## src/rtl/dbarb_pkg.sv

```systemverilog
// Package dbarb_pkg
// Shared types and helpers of the beat-counting data bus arbiter.
// Assumes a two-bit beat code whose value n encodes a length of 2**n beats.
package dbarb_pkg;

    localparam int CODE_W = 2;

    typedef logic [CODE_W-1:0] beat_code_t;

    // Number of data beats carried by a tenure with the given code.
    function automatic logic [3:0] beats_of(input beat_code_t code);
        beats_of = 4'd1 << code;
    endfunction

endpackage

```

## src/rtl/dbarb_addr_track.sv

```systemverilog
// Module dbarb_addr_track
// Follows address tenures opened by transfer start and closed by address
// acknowledge. At the acknowledge it emits one push carrying the owner and
// beat code of the tenure. Assumes at most one address tenure is open at a
// time. A start seen while a tenure is open is dropped.
module dbarb_addr_track
    import dbarb_pkg::*;
#(
    parameter int MID_W = 2
) (
    input  logic             clk,
    input  logic             rst_n,
    input  logic             ts_i,
    input  logic [MID_W-1:0] ts_mid_i,
    input  beat_code_t       ts_code_i,
    input  logic             aack_i,
    output logic             push_o,
    output logic [MID_W-1:0] push_mid_o,
    output beat_code_t       push_code_o
);

    logic             open_q;
    logic [MID_W-1:0] mid_q;
    beat_code_t       code_q;

    // Open a tenure on an accepted start and close it on the acknowledge.
    always_ff @(posedge clk) begin
        if (!rst_n) begin
            open_q <= 1'b0;
            mid_q  <= '0;
            code_q <= '0;
        end else if (aack_i) begin
            open_q <= 1'b0;
        end else if (ts_i && !open_q) begin
            open_q <= 1'b1;
            mid_q  <= ts_mid_i;
            code_q <= ts_code_i;
        end
    end

    // The acknowledge pushes the open tenure, or a same-cycle start.
    always_comb begin
        push_o      = aack_i && (open_q || ts_i);
        push_mid_o  = open_q ? mid_q  : ts_mid_i;
        push_code_o = open_q ? code_q : ts_code_i;
    end

    AST_OPEN_CLOSES: assert property (@(posedge clk) disable iff (!rst_n)
        aack_i |=> !open_q);
    AST_OPEN_HOLDS: assert property (@(posedge clk) disable iff (!rst_n)
        open_q && !aack_i |=> open_q && $stable(mid_q) && $stable(code_q));

endmodule

```

## src/rtl/dbarb_queue.sv

```systemverilog
// Module dbarb_queue
// In-order queue of pending data tenures between the address acknowledge
// and the grant. Push and pop may occur in the same cycle. Assumes the user
// never pushes into a full queue without a pop in the same cycle.
module dbarb_queue #(
    parameter int W     = 4,
    parameter int DEPTH = 4
) (
    input  logic         clk,
    input  logic         rst_n,
    input  logic         push_i,
    input  logic [W-1:0] push_data_i,
    input  logic         pop_i,
    output logic [W-1:0] head_o,
    output logic         empty_o,
    output logic         full_o
);

    localparam int PTR_W = (DEPTH > 1) ? $clog2(DEPTH) : 1;
    localparam int CNT_W = $clog2(DEPTH + 1);
    localparam logic [PTR_W-1:0] LAST = PTR_W'(DEPTH - 1);
    localparam logic [CNT_W-1:0] FULL = CNT_W'(DEPTH);

    logic [W-1:0]     mem_q [DEPTH];
    logic [PTR_W-1:0] rd_q;
    logic [PTR_W-1:0] wr_q;
    logic [CNT_W-1:0] cnt_q;

    // Write the incoming entry at the tail slot.
    always_ff @(posedge clk) begin
        if (push_i) begin
            mem_q[wr_q] <= push_data_i;
        end
    end

    // Advance the pointers and the occupancy counter.
    always_ff @(posedge clk) begin
        if (!rst_n) begin
            rd_q  <= '0;
            wr_q  <= '0;
            cnt_q <= '0;
        end else begin
            if (push_i) begin
                wr_q <= (wr_q == LAST) ? '0 : wr_q + 1'b1;
            end
            if (pop_i) begin
                rd_q <= (rd_q == LAST) ? '0 : rd_q + 1'b1;
            end
            case ({push_i, pop_i})
                2'b10:   cnt_q <= cnt_q + 1'b1;
                2'b01:   cnt_q <= cnt_q - 1'b1;
                default: cnt_q <= cnt_q;
            endcase
        end
    end

    // Present the oldest entry and the occupancy flags.
    always_comb begin
        head_o  = mem_q[rd_q];
        empty_o = (cnt_q == '0);
        full_o  = (cnt_q == FULL);
    end

    AST_NO_OVERFLOW: assert property (@(posedge clk) disable iff (!rst_n)
        push_i && full_o |-> pop_i);
    AST_NO_UNDERFLOW: assert property (@(posedge clk) disable iff (!rst_n)
        pop_i |-> !empty_o);
    AST_FILL_SHOWS: assert property (@(posedge clk) disable iff (!rst_n)
        push_i && !pop_i |=> !empty_o);

endmodule

```

## src/rtl/dbarb_tenure_ctr.sv

```systemverilog
// Module dbarb_tenure_ctr
// Tracks the data tenure in progress by counting transfer acknowledges.
// A start loads the full beat count and marks the bus in progress from the
// next cycle. Acknowledges outside a tenure are not counted. Assumes a start
// is only requested when idle or on the final beat.
module dbarb_tenure_ctr #(
    parameter int CNT_W = 4
) (
    input  logic             clk,
    input  logic             rst_n,
    input  logic             start_i,
    input  logic [CNT_W-1:0] start_beats_i,
    input  logic             ta_i,
    output logic             active_o,
    output logic             last_beat_o
);

    logic [CNT_W-1:0] cnt_q;
    logic             active_q;

    // Load on a start, otherwise count down one beat per acknowledge.
    always_ff @(posedge clk) begin
        if (!rst_n) begin
            active_q <= 1'b0;
            cnt_q    <= '0;
        end else if (start_i) begin
            active_q <= 1'b1;
            cnt_q    <= start_beats_i;
        end else if (active_q && ta_i) begin
            cnt_q    <= cnt_q - 1'b1;
            active_q <= (cnt_q != CNT_W'(1));
        end
    end

    // Expose the state to the grant decision.
    always_comb begin
        active_o    = active_q;
        last_beat_o = active_q && (cnt_q == CNT_W'(1));
    end

    AST_LOAD_LEN: assert property (@(posedge clk) disable iff (!rst_n)
        start_i |=> active_q && cnt_q == $past(start_beats_i));
    AST_WAIT_HOLDS: assert property (@(posedge clk) disable iff (!rst_n)
        active_q && !ta_i && !start_i |=> active_q && $stable(cnt_q));
    AST_IDLE_TA: assert property (@(posedge clk) disable iff (!rst_n)
        !active_q && !start_i |=> !active_q);

endmodule

```

## src/rtl/dbarb_grant_dec.sv

```systemverilog
// Module dbarb_grant_dec
// Turns a grant decision and a master identifier into one-hot grant lines.
// Assumes identifiers at or above NUM_MASTERS never occur.
module dbarb_grant_dec #(
    parameter int NUM_MASTERS = 4,
    parameter int MID_W       = 2
) (
    input  logic                   fire_i,
    input  logic [MID_W-1:0]       mid_i,
    output logic [NUM_MASTERS-1:0] grant_o
);

    // One comparator per grant line.
    for (genvar g = 0; g < NUM_MASTERS; g++) begin : g_line
        assign grant_o[g] = fire_i && (mid_i == MID_W'(g));
    end

endmodule

```

## src/rtl/dbarb_top.sv

```systemverilog
// Module dbarb_top
// Beat-counting data bus grant arbiter. Address tenures are queued at their
// acknowledge and granted in order with single-cycle one-hot pulses. A grant
// fires at once on an idle bus, or on the final counted beat of the tenure
// in progress. Busy lines of the bus are never used. Assumes the system keeps
// no more than DEPTH tenures pending.
module dbarb_top
    import dbarb_pkg::*;
#(
    parameter int NUM_MASTERS = 4,
    parameter int DEPTH       = 4,
    parameter int MID_W       = (NUM_MASTERS > 1) ? $clog2(NUM_MASTERS) : 1
) (
    input  logic                   clk,
    input  logic                   rst_n,
    input  logic                   ts_i,
    input  logic [MID_W-1:0]       ts_mid_i,
    input  logic [1:0]             ts_code_i,
    input  logic                   aack_i,
    input  logic                   ta_i,
    output logic [NUM_MASTERS-1:0] dbg_o
);

    localparam int ENTRY_W = MID_W + CODE_W;
    localparam int CNT_W   = 4;

    logic             push;
    logic [MID_W-1:0] push_mid;
    beat_code_t       push_code;
    logic [ENTRY_W-1:0] head;
    logic             empty;
    logic             full;
    logic             active;
    logic             last_beat;
    logic             fire;
    logic [MID_W-1:0] head_mid;
    beat_code_t       head_code;

    dbarb_addr_track #(.MID_W(MID_W)) u_addr (
        .clk         (clk),
        .rst_n       (rst_n),
        .ts_i        (ts_i),
        .ts_mid_i    (ts_mid_i),
        .ts_code_i   (ts_code_i),
        .aack_i      (aack_i),
        .push_o      (push),
        .push_mid_o  (push_mid),
        .push_code_o (push_code)
    );

    dbarb_queue #(.W(ENTRY_W), .DEPTH(DEPTH)) u_queue (
        .clk         (clk),
        .rst_n       (rst_n),
        .push_i      (push),
        .push_data_i ({push_mid, push_code}),
        .pop_i       (fire),
        .head_o      (head),
        .empty_o     (empty),
        .full_o      (full)
    );

    // Split the head entry and decide whether to grant this cycle.
    always_comb begin
        {head_mid, head_code} = head;
        fire = rst_n && !empty && (!active || (last_beat && ta_i));
    end

    dbarb_tenure_ctr #(.CNT_W(CNT_W)) u_ctr (
        .clk           (clk),
        .rst_n         (rst_n),
        .start_i       (fire),
        .start_beats_i (CNT_W'(beats_of(head_code))),
        .ta_i          (ta_i),
        .active_o      (active),
        .last_beat_o   (last_beat)
    );

    dbarb_grant_dec #(.NUM_MASTERS(NUM_MASTERS), .MID_W(MID_W)) u_dec (
        .fire_i  (fire),
        .mid_i   (head_mid),
        .grant_o (dbg_o)
    );

    AST_ONE_GRANT: assert property (@(posedge clk) disable iff (!rst_n)
        $onehot0(dbg_o));
    AST_GRANT_STARTS: assert property (@(posedge clk) disable iff (!rst_n)
        |dbg_o |=> active);
    AST_BUSY_GRANT: assert property (@(posedge clk) disable iff (!rst_n)
        (|dbg_o) && active |-> ta_i);
    AST_IDLE_GRANT: assert property (@(posedge clk) disable iff (!rst_n)
        !active && !empty |-> |dbg_o);
    AST_NOT_EARLY: assert property (@(posedge clk) disable iff (!rst_n)
        empty && push |-> dbg_o == '0);
    AST_RESET_QUIET: assert property (@(posedge clk)
        !rst_n |-> dbg_o == '0);
    AST_FULL_GUARD: assert property (@(posedge clk) disable iff (!rst_n)
        full |-> !push || |dbg_o);

endmodule

```

## config.mk

```make
export PLATFORM = sky130hd
export DESIGN_NAME = dbarb_top
export DESIGN_NICKNAME = d
export VERILOG_FILES = /design/src/rtl/dbarb_pkg.sv /design/src/rtl/dbarb_addr_track.sv /design/src/rtl/dbarb_queue.sv /design/src/rtl/dbarb_tenure_ctr.sv /design/src/rtl/dbarb_grant_dec.sv /design/src/rtl/dbarb_top.sv
export SDC_FILE = /design/constraint.sdc
export NUM_CORES = 1
export LEC_CHECK = 0
export BUFFER_PORTS_ARGS = -buffer_cell sky130_fd_sc_hd__buf_4
export CAP_MARGIN = 20
export CELL_PAD_IN_SITES_DETAIL_PLACEMENT = 2
export CELL_PAD_IN_SITES_GLOBAL_PLACEMENT = 2
export CORE_ASPECT_RATIO = 0.7
export CORE_MARGIN = 2
export CORE_UTILIZATION = 36
export DETAILED_ROUTE_END_ITERATION = 6
export HOLD_SLACK_MARGIN = 0.02
export PLACE_DENSITY = 0.75
export SKIP_LAST_GASP = 1
export SLEW_MARGIN = 20
export SYNTH_ARGS = -nofsm -noshare
export SYNTH_HDL_FRONTEND = slang
export SYNTH_HIERARCHICAL = 1
export SYNTH_SLANG_ARGS = --single-unit
```

## constraint.sdc

```tcl
create_clock -name clk -period 2.8 [get_ports clk]
set_clock_uncertainty 0.1 [all_clocks]
set_input_delay 0.28 -clock clk [delete_from_list [all_inputs] [get_ports clk]]
set_output_delay 0.28 -clock clk [all_outputs]
set_load 0.03 [all_outputs]
```

==> run summary, run 1 <==
- **run status** finished clean
- **critical path fanouts, max** 4
- **commonest non-fill, non-tap cells in the layout** 19 x sky130_fd_sc_hd__dfxtp_1, 16 x sky130_fd_sc_hd__edfxtp_1, 15 x sky130_fd_sc_hd__buf_4, 12 x sky130_fd_sc_hd__nand2_1, 10 x sky130_fd_sc_hd__inv_1
- **largest buffer count on any clock path** 2
- **cell at the root of the clock tree** sky130_fd_sc_hd__clkbuf_8
- **GRT Overall Usage** 17.04%
- **number of antenna violations at the first check in global routing** 0
- **register area** 860.8 um^2
- **number of nets produced by synthesis** 154
- **Relative slew margins** 78.05%
- **summed negative setup slack over all endpoints** 0 ns
- **area post-placement** 1822 um^2
- **required time of the critical path** 2.91 ns
- **maximum number of pins on one net before global-route repair** 22
- **global-route wire length before repair** 6403 um
- **Final Max Slew Viols** 0
- **Initial Utilization** 37.83%
- **ANT cells** 0
- **CTS HTree Levels** 2
- **minimum setup slack after placement** 0.2879 ns
- **antenna violation net count after detailed routing** 0
- **remaining global-route overflow** 0
- **number of buffers inserted by hold repair at cts** 0
- **most common cell after layout, fill and taps aside** sky130_fd_sc_hd__dfxtp_1
- **nature of the critical path endpoint** register
- **Finish-stage setup viols** 0
- **R2R Setup Slk** 0.26 ns
- **number of warnings reported in the yosys synthesis log** 6
- **Gate Count Post-Synth** 136
- **setup repair after global routing missed its margin** false
- **weighted congestion reported at the end of routability-driven placement** 0.6937
- **DP Wirelength** 2974 um
- **final cell area excluding filler cells** 1932 um^2
- **class of the tightest hold or removal check** in -> reg
- **Filler cells** 446
- **count of maximum capacitance violations** 0
- **count of vias placed by the detailed router** 1080
- **number of global-route vias before repair** 1234
- **Final WS setup** 0.2641 ns
- **class of the most critical setup path** reg -> reg
- **worst-case vdd ir drop** 353.6 uV
- **total placed cells including tap cells** 204
- **area of the mapped netlist** 1657 um^2
- **drt first pass iters** 4
- **detailed-route DRC error count** 0
- **startpoint of the worst register-to-register path** u_ctr/cnt_q[0]
- **critical path launch point** u_ctr/cnt_q[0]
- **source-to-sink clock delay at the later pin of the worst-skew pair** 0.29 ns
- **routed via count divided by cell count** 5.094
- **Area Overhead vs Synth** 16.62%
- **Tcrit/Tclk final** 90.57%
- **area of the core** 4379 um^2
- **CTS tree** done
- **I/O pin cnt** 13
- **cells on worst reg2reg path** 10
- **area used by multi-input combinational logic** 742.0 um^2
- **Final Hold Fails** 0
- **Die Ht** 60.76 um
- **Clk pin slew, worst setup/hold paths** 0.07 ns
- **share of final-layout standard cells stronger than drive strength 1** 21.02%
- **Iteration-0 DRC Markers** 32
- **total die area** 5169 um^2
- **final net count** 174
- **number of input and output port buffers inserted** 12
- **Post-Route WL** 3761 um
- **arrival time worst endpoint** 2.65 ns
- **post-route insts no fill** 212
- **Post-CTS Setup Bufs** 0
- **clk sinks** 35
- **Leakage** 0.7360 nW
- **worst hold slack** 0.08455 ns
- **clock buffers created by TritonCTS** 5
- **maximum operating frequency** 0.3943 GHz
- **Critical R2R Capture** u_queue/cnt_q[2]
- **Pwr Density** 833.7 nW/um^2
- **startpoint class of the critical path** register
- **horizontal extent of the die** 85.08 um
- **fin crit period** 2.536 ns
- **average wire length per cell after detail routing** 17.74 um
- **number of gates resized after CTS** 0
- **syn avg cell area** 12.18 um^2
- **Critical Path Sink** u_queue/cnt_q[2]
- **Worst Tran Pin Value** 0.3289 ns
- **FP Rows** 20
==> registers in the layout (all words and copies together), names as in the netlist, named ones only <==
signal / cells
u_addr/code_q: 2
u_addr/mid_q: 2
u_addr/open_q: 1
u_ctr/active_o: 1
u_ctr/cnt_q: 4
u_queue/cnt_q: 3
u_queue/mem_q: 16
u_queue/rd_q: 2
u_queue/wr_q: 2
==> final cells by class <==
class	instances	share of cell area [%]
clock inverter	2	1.943
multi-input combinational	89	38.41
timing repair buffer	15	5.829
tap	55	3.562
inverter	10	1.943
sequential	35	44.56
clock buffer	6	3.756
==> layer usage <==
metal  vias to the layer above  track usage, %  part of all wire [%]
li1                        519               -                     -
met2                        13           33.26                    55
met5                         -               0                     0
met4                         0           6.122                  0.93
met3                         4           4.490                   2.6
met1                       544           18.22                    41
==> worst min-delay path by stage <==
stage                          start                to  depth (start not counted)
detailed placement   u_addr/mid_q[0]   u_addr/mid_q[0]                          2
CTS                           aack_i     u_addr/open_q                          2
finish                        aack_i     u_addr/open_q                          2
global route                  aack_i     u_addr/open_q                          2
global placement    u_addr/code_q[0]  u_addr/code_q[0]                          2
floorplan                     aack_i     u_addr/open_q                          1
==> worst max-delay path, stage by stage (launching register included) <==
cell and delay [ns]:
sky130_fd_sc_hd__dfxtp_1 0.40, sky130_fd_sc_hd__ha_1 0.20, sky130_fd_sc_hd__and3_1 0.16, sky130_fd_sc_hd__nand2_1 0.06, sky130_fd_sc_hd__a21oi_1 0.19, sky130_fd_sc_hd__ha_1 0.23, sky130_fd_sc_hd__inv_1 0.08, sky130_fd_sc_hd__fa_1 0.37
sky130_fd_sc_hd__xor2_1 0.16, sky130_fd_sc_hd__or3_1 0.33, sky130_fd_sc_hd__a21boi_1 0.18
==> report_power, final <==
part	internal (mW)	switching, mW
clock	0.265	0.183
sequential	0.611	0.0756
combinational	0.231	0.244
==> metrics by stage <==
step | power, mW | utilization (%)
after floorplan | 1.018 | -
after global placement | 1.124 | 41.60
after detailed placement | 1.175 | 41.60
after CTS | 1.635 | 44.11
after global routing | 1.720 | 44.11
final | 1.611 | 44.11
Power figures use the tool's default switching activity.
==> inputs of run 2 (changes only) <==
--- a/config.mk
+++ b/config.mk
@@ -10,7 +10,7 @@
 export CELL_PAD_IN_SITES_DETAIL_PLACEMENT = 2
 export CELL_PAD_IN_SITES_GLOBAL_PLACEMENT = 2
 export CORE_ASPECT_RATIO = 0.7
-export CORE_MARGIN = 2
+export CORE_MARGIN = 8
 export CORE_UTILIZATION = 36
 export DETAILED_ROUTE_END_ITERATION = 6
 export HOLD_SLACK_MARGIN = 0.02
==> run summary, run 2 (synthesis gave the netlist of run 1 again) <==
- **Initial Utilization** 37.83%
- **class of the tightest hold or removal check** in -> reg
- **share of final-layout standard cells stronger than drive strength 1** 21.15%
- **fraction of power consumed by sequential logic** 41.9%
- **startpoint class of the critical path** register
- **DP Wirelength** 2800 um
- **max FFs per register** 16
- **register area** 860.8 um^2
- **combinational cell fraction of total power** 28.9%
- **class of the most critical setup path** reg -> reg
- **Post-CTS Setup Bufs** 0
- **Final Max Slew Viols** 0
- **critical path launch point** u_ctr/cnt_q[0]
- **maximum number of pins on one net before global-route repair** 23
- **area of the core** 4379 um^2
- **FP Rows** 20
- **count of vias placed by the detailed router** 1078
- **CTS tree** done
- **Finish-stage setup viols** 0
- **weighted congestion reported at the end of routability-driven placement** 0.7180
- **worst-case vdd ir drop** 313.3 uV
- **largest buffer count on any clock path** 2
- **detailed-route DRC error count** 0
- **total die area** 7063 um^2
- **part of the power in the clock network** 29.2%
- **CTS HTree Levels** 2
- **maximum operating frequency** 0.4083 GHz
- **run status** finished clean
- **area used by multi-input combinational logic** 742.0 um^2
- **GRT Overall Usage** 11.02%
- **Pwr Density** 847.0 nW/um^2
- **Hold Crit Start** aack_i
- **Leakage** 0.7385 nW
- **clock buffers created by TritonCTS** 5
- **summed negative setup slack over all endpoints** 0 ns
- **nature of the critical path endpoint** register
- **number of gates resized after CTS** 0
- **register bank with the most flops** u_queue/mem_q
- **final net count** 173
- **worst hold slack** 0.07638 ns
- **average wire length per cell after detail routing** 17.02 um
- **critical path fanouts, max** 4
- **Worst Tran Pin Value** 0.3371 ns
- **Switching Fraction** 32.09%
- **source-to-sink clock delay at the later pin of the worst-skew pair** 0.30 ns
- **Clk pin slew, worst setup/hold paths** 0.08 ns
- **cell at the root of the clock tree** sky130_fd_sc_hd__clkbuf_8
- **number of global-route vias before repair** 1242
- **antenna violation net count after detailed routing** 0
- **Worst path max stage delay** 0.39 ns
- **remaining global-route overflow** 0
- **Filler cells** 435
- **required time of the critical path** 2.92 ns
- **CP dominant cell by count** sky130_fd_sc_hd__ha_1
- **setup repair after global routing missed its margin** false
- **Internal Power** 1.111 mW
- **number of input and output port buffers inserted** 12
- **Post-Route WL** 3592 um
- **most common cell after layout, fill and taps aside** sky130_fd_sc_hd__dfxtp_1
- **cell chain of the critical path** ha_1 > and3_1 > nand2_1 > a21oi_1 > ha_1 > inv_1 > fa_1 > xor2_1 > or3_1 > a21boi_1
- **Area Overhead vs Synth** 16.54%
- **horizontal extent of the die** 97.08 um
- **Iteration-0 DRC Markers** 20
- **commonest non-fill, non-tap cells in the layout** 19 x sky130_fd_sc_hd__dfxtp_1, 16 x sky130_fd_sc_hd__edfxtp_1, 14 x sky130_fd_sc_hd__buf_4, 12 x sky130_fd_sc_hd__nand2_1, 10 x sky130_fd_sc_hd__inv_1
- **ANT cells** 0
- **routed via count divided by cell count** 5.109
- **Relative slew margins** 77.50%
- **count of maximum capacitance violations** 0
- **fin crit period** 2.449 ns
- **cell family with most CP delay** adder cells
- **count of buffer and inverter cells on the critical path** 1
- **largest registers in the final layout** u_queue/mem_q x16, u_ctr/cnt_q x4, u_queue/cnt_q x3
- **global-route wire length before repair** 6161 um
- **startpoint of the worst register-to-register path** u_ctr/cnt_q[0]
- **I/O pin cnt** 13
- **arrival time worst endpoint** 2.57 ns
- **Die Ht** 72.76 um
- **number of buffers inserted by hold repair at cts** 0
- **drt first pass iters** 4
- **switching power** 0.5247 mW
- **Final Hold Fails** 0
- **Tcrit/Tclk final** 87.47%
- **Critical-path top delay cell** sky130_fd_sc_hd__dfxtp_1
- **clk sinks** 35
- **number of antenna violations at the first check in global routing** 0
## run 2: area by class of cell
type | count | area share [%]
Inverter | 10 | 1.944
Multi-Input combinational cell | 89 | 38.43
Clock buffer | 5 | 3.564
Tap cell | 55 | 3.564
Sequential cell | 35 | 44.59
Timing Repair Buffer | 14 | 5.444
Clock inverter | 3 | 2.463
## run 2: layer usage
metal | global-route usage, % | part of all wire [%]
met3 | 3.217 | 3.3
met4 | 6.112 | 2.3
met2 | 20.36 | 51
met1 | 11.07 | 43
met5 | 0 | 0
## run 2: final timing paths
path                            to  slack, ns  cells after the start
setup / recovery  u_queue/cnt_q[2]       0.35                     10
hold / removal       u_addr/open_q       0.08                      2
setup reg to reg  u_queue/cnt_q[2]       0.35                     10
hold reg to reg    u_addr/mid_q[1]       0.37                      2
## run 2: per-stage QoR
step | total power, mW | util (%) | instance area [um^2] | setup slack [ns] | std cells
finish | 1.635 | 44.09 | 1931 | 0.3509 | 211
global route | 1.742 | 44.09 | 1931 | 0.1813 | 211
CTS | 1.664 | 44.09 | 1931 | 0.3221 | 211
detailed placement | 1.178 | 41.43 | 1814 | 0.3110 | 203
global placement | 1.120 | 41.43 | 1814 | 0.5012 | 203
floorplan | 1.018 | - | 1657 | 0.01590 | 136
## run 2: worst register-to-register path: cells and delay by family, from the launching register on
kind,cells,cell delay (ns)
and+or+nand+nor,3,0.54
AOI/OAI and AO/OA,2,0.37
adders and majority gates,3,0.77
buffers and inverters,1,0.06
DFF,1,0.39
xor gates and xnor gates,1,0.16
## run 2: power by group through the flow
stage          combinational (mW)  clock (mW)  sequential, mW
2_1_floorplan               0.345           0           0.673
3_3_place_gp                0.431           0           0.689
3_5_place_dp                0.479           0           0.698
4_1_cts                     0.483       0.494           0.688
5_1_grt                     0.525       0.519           0.699
6_report                    0.472       0.477           0.685
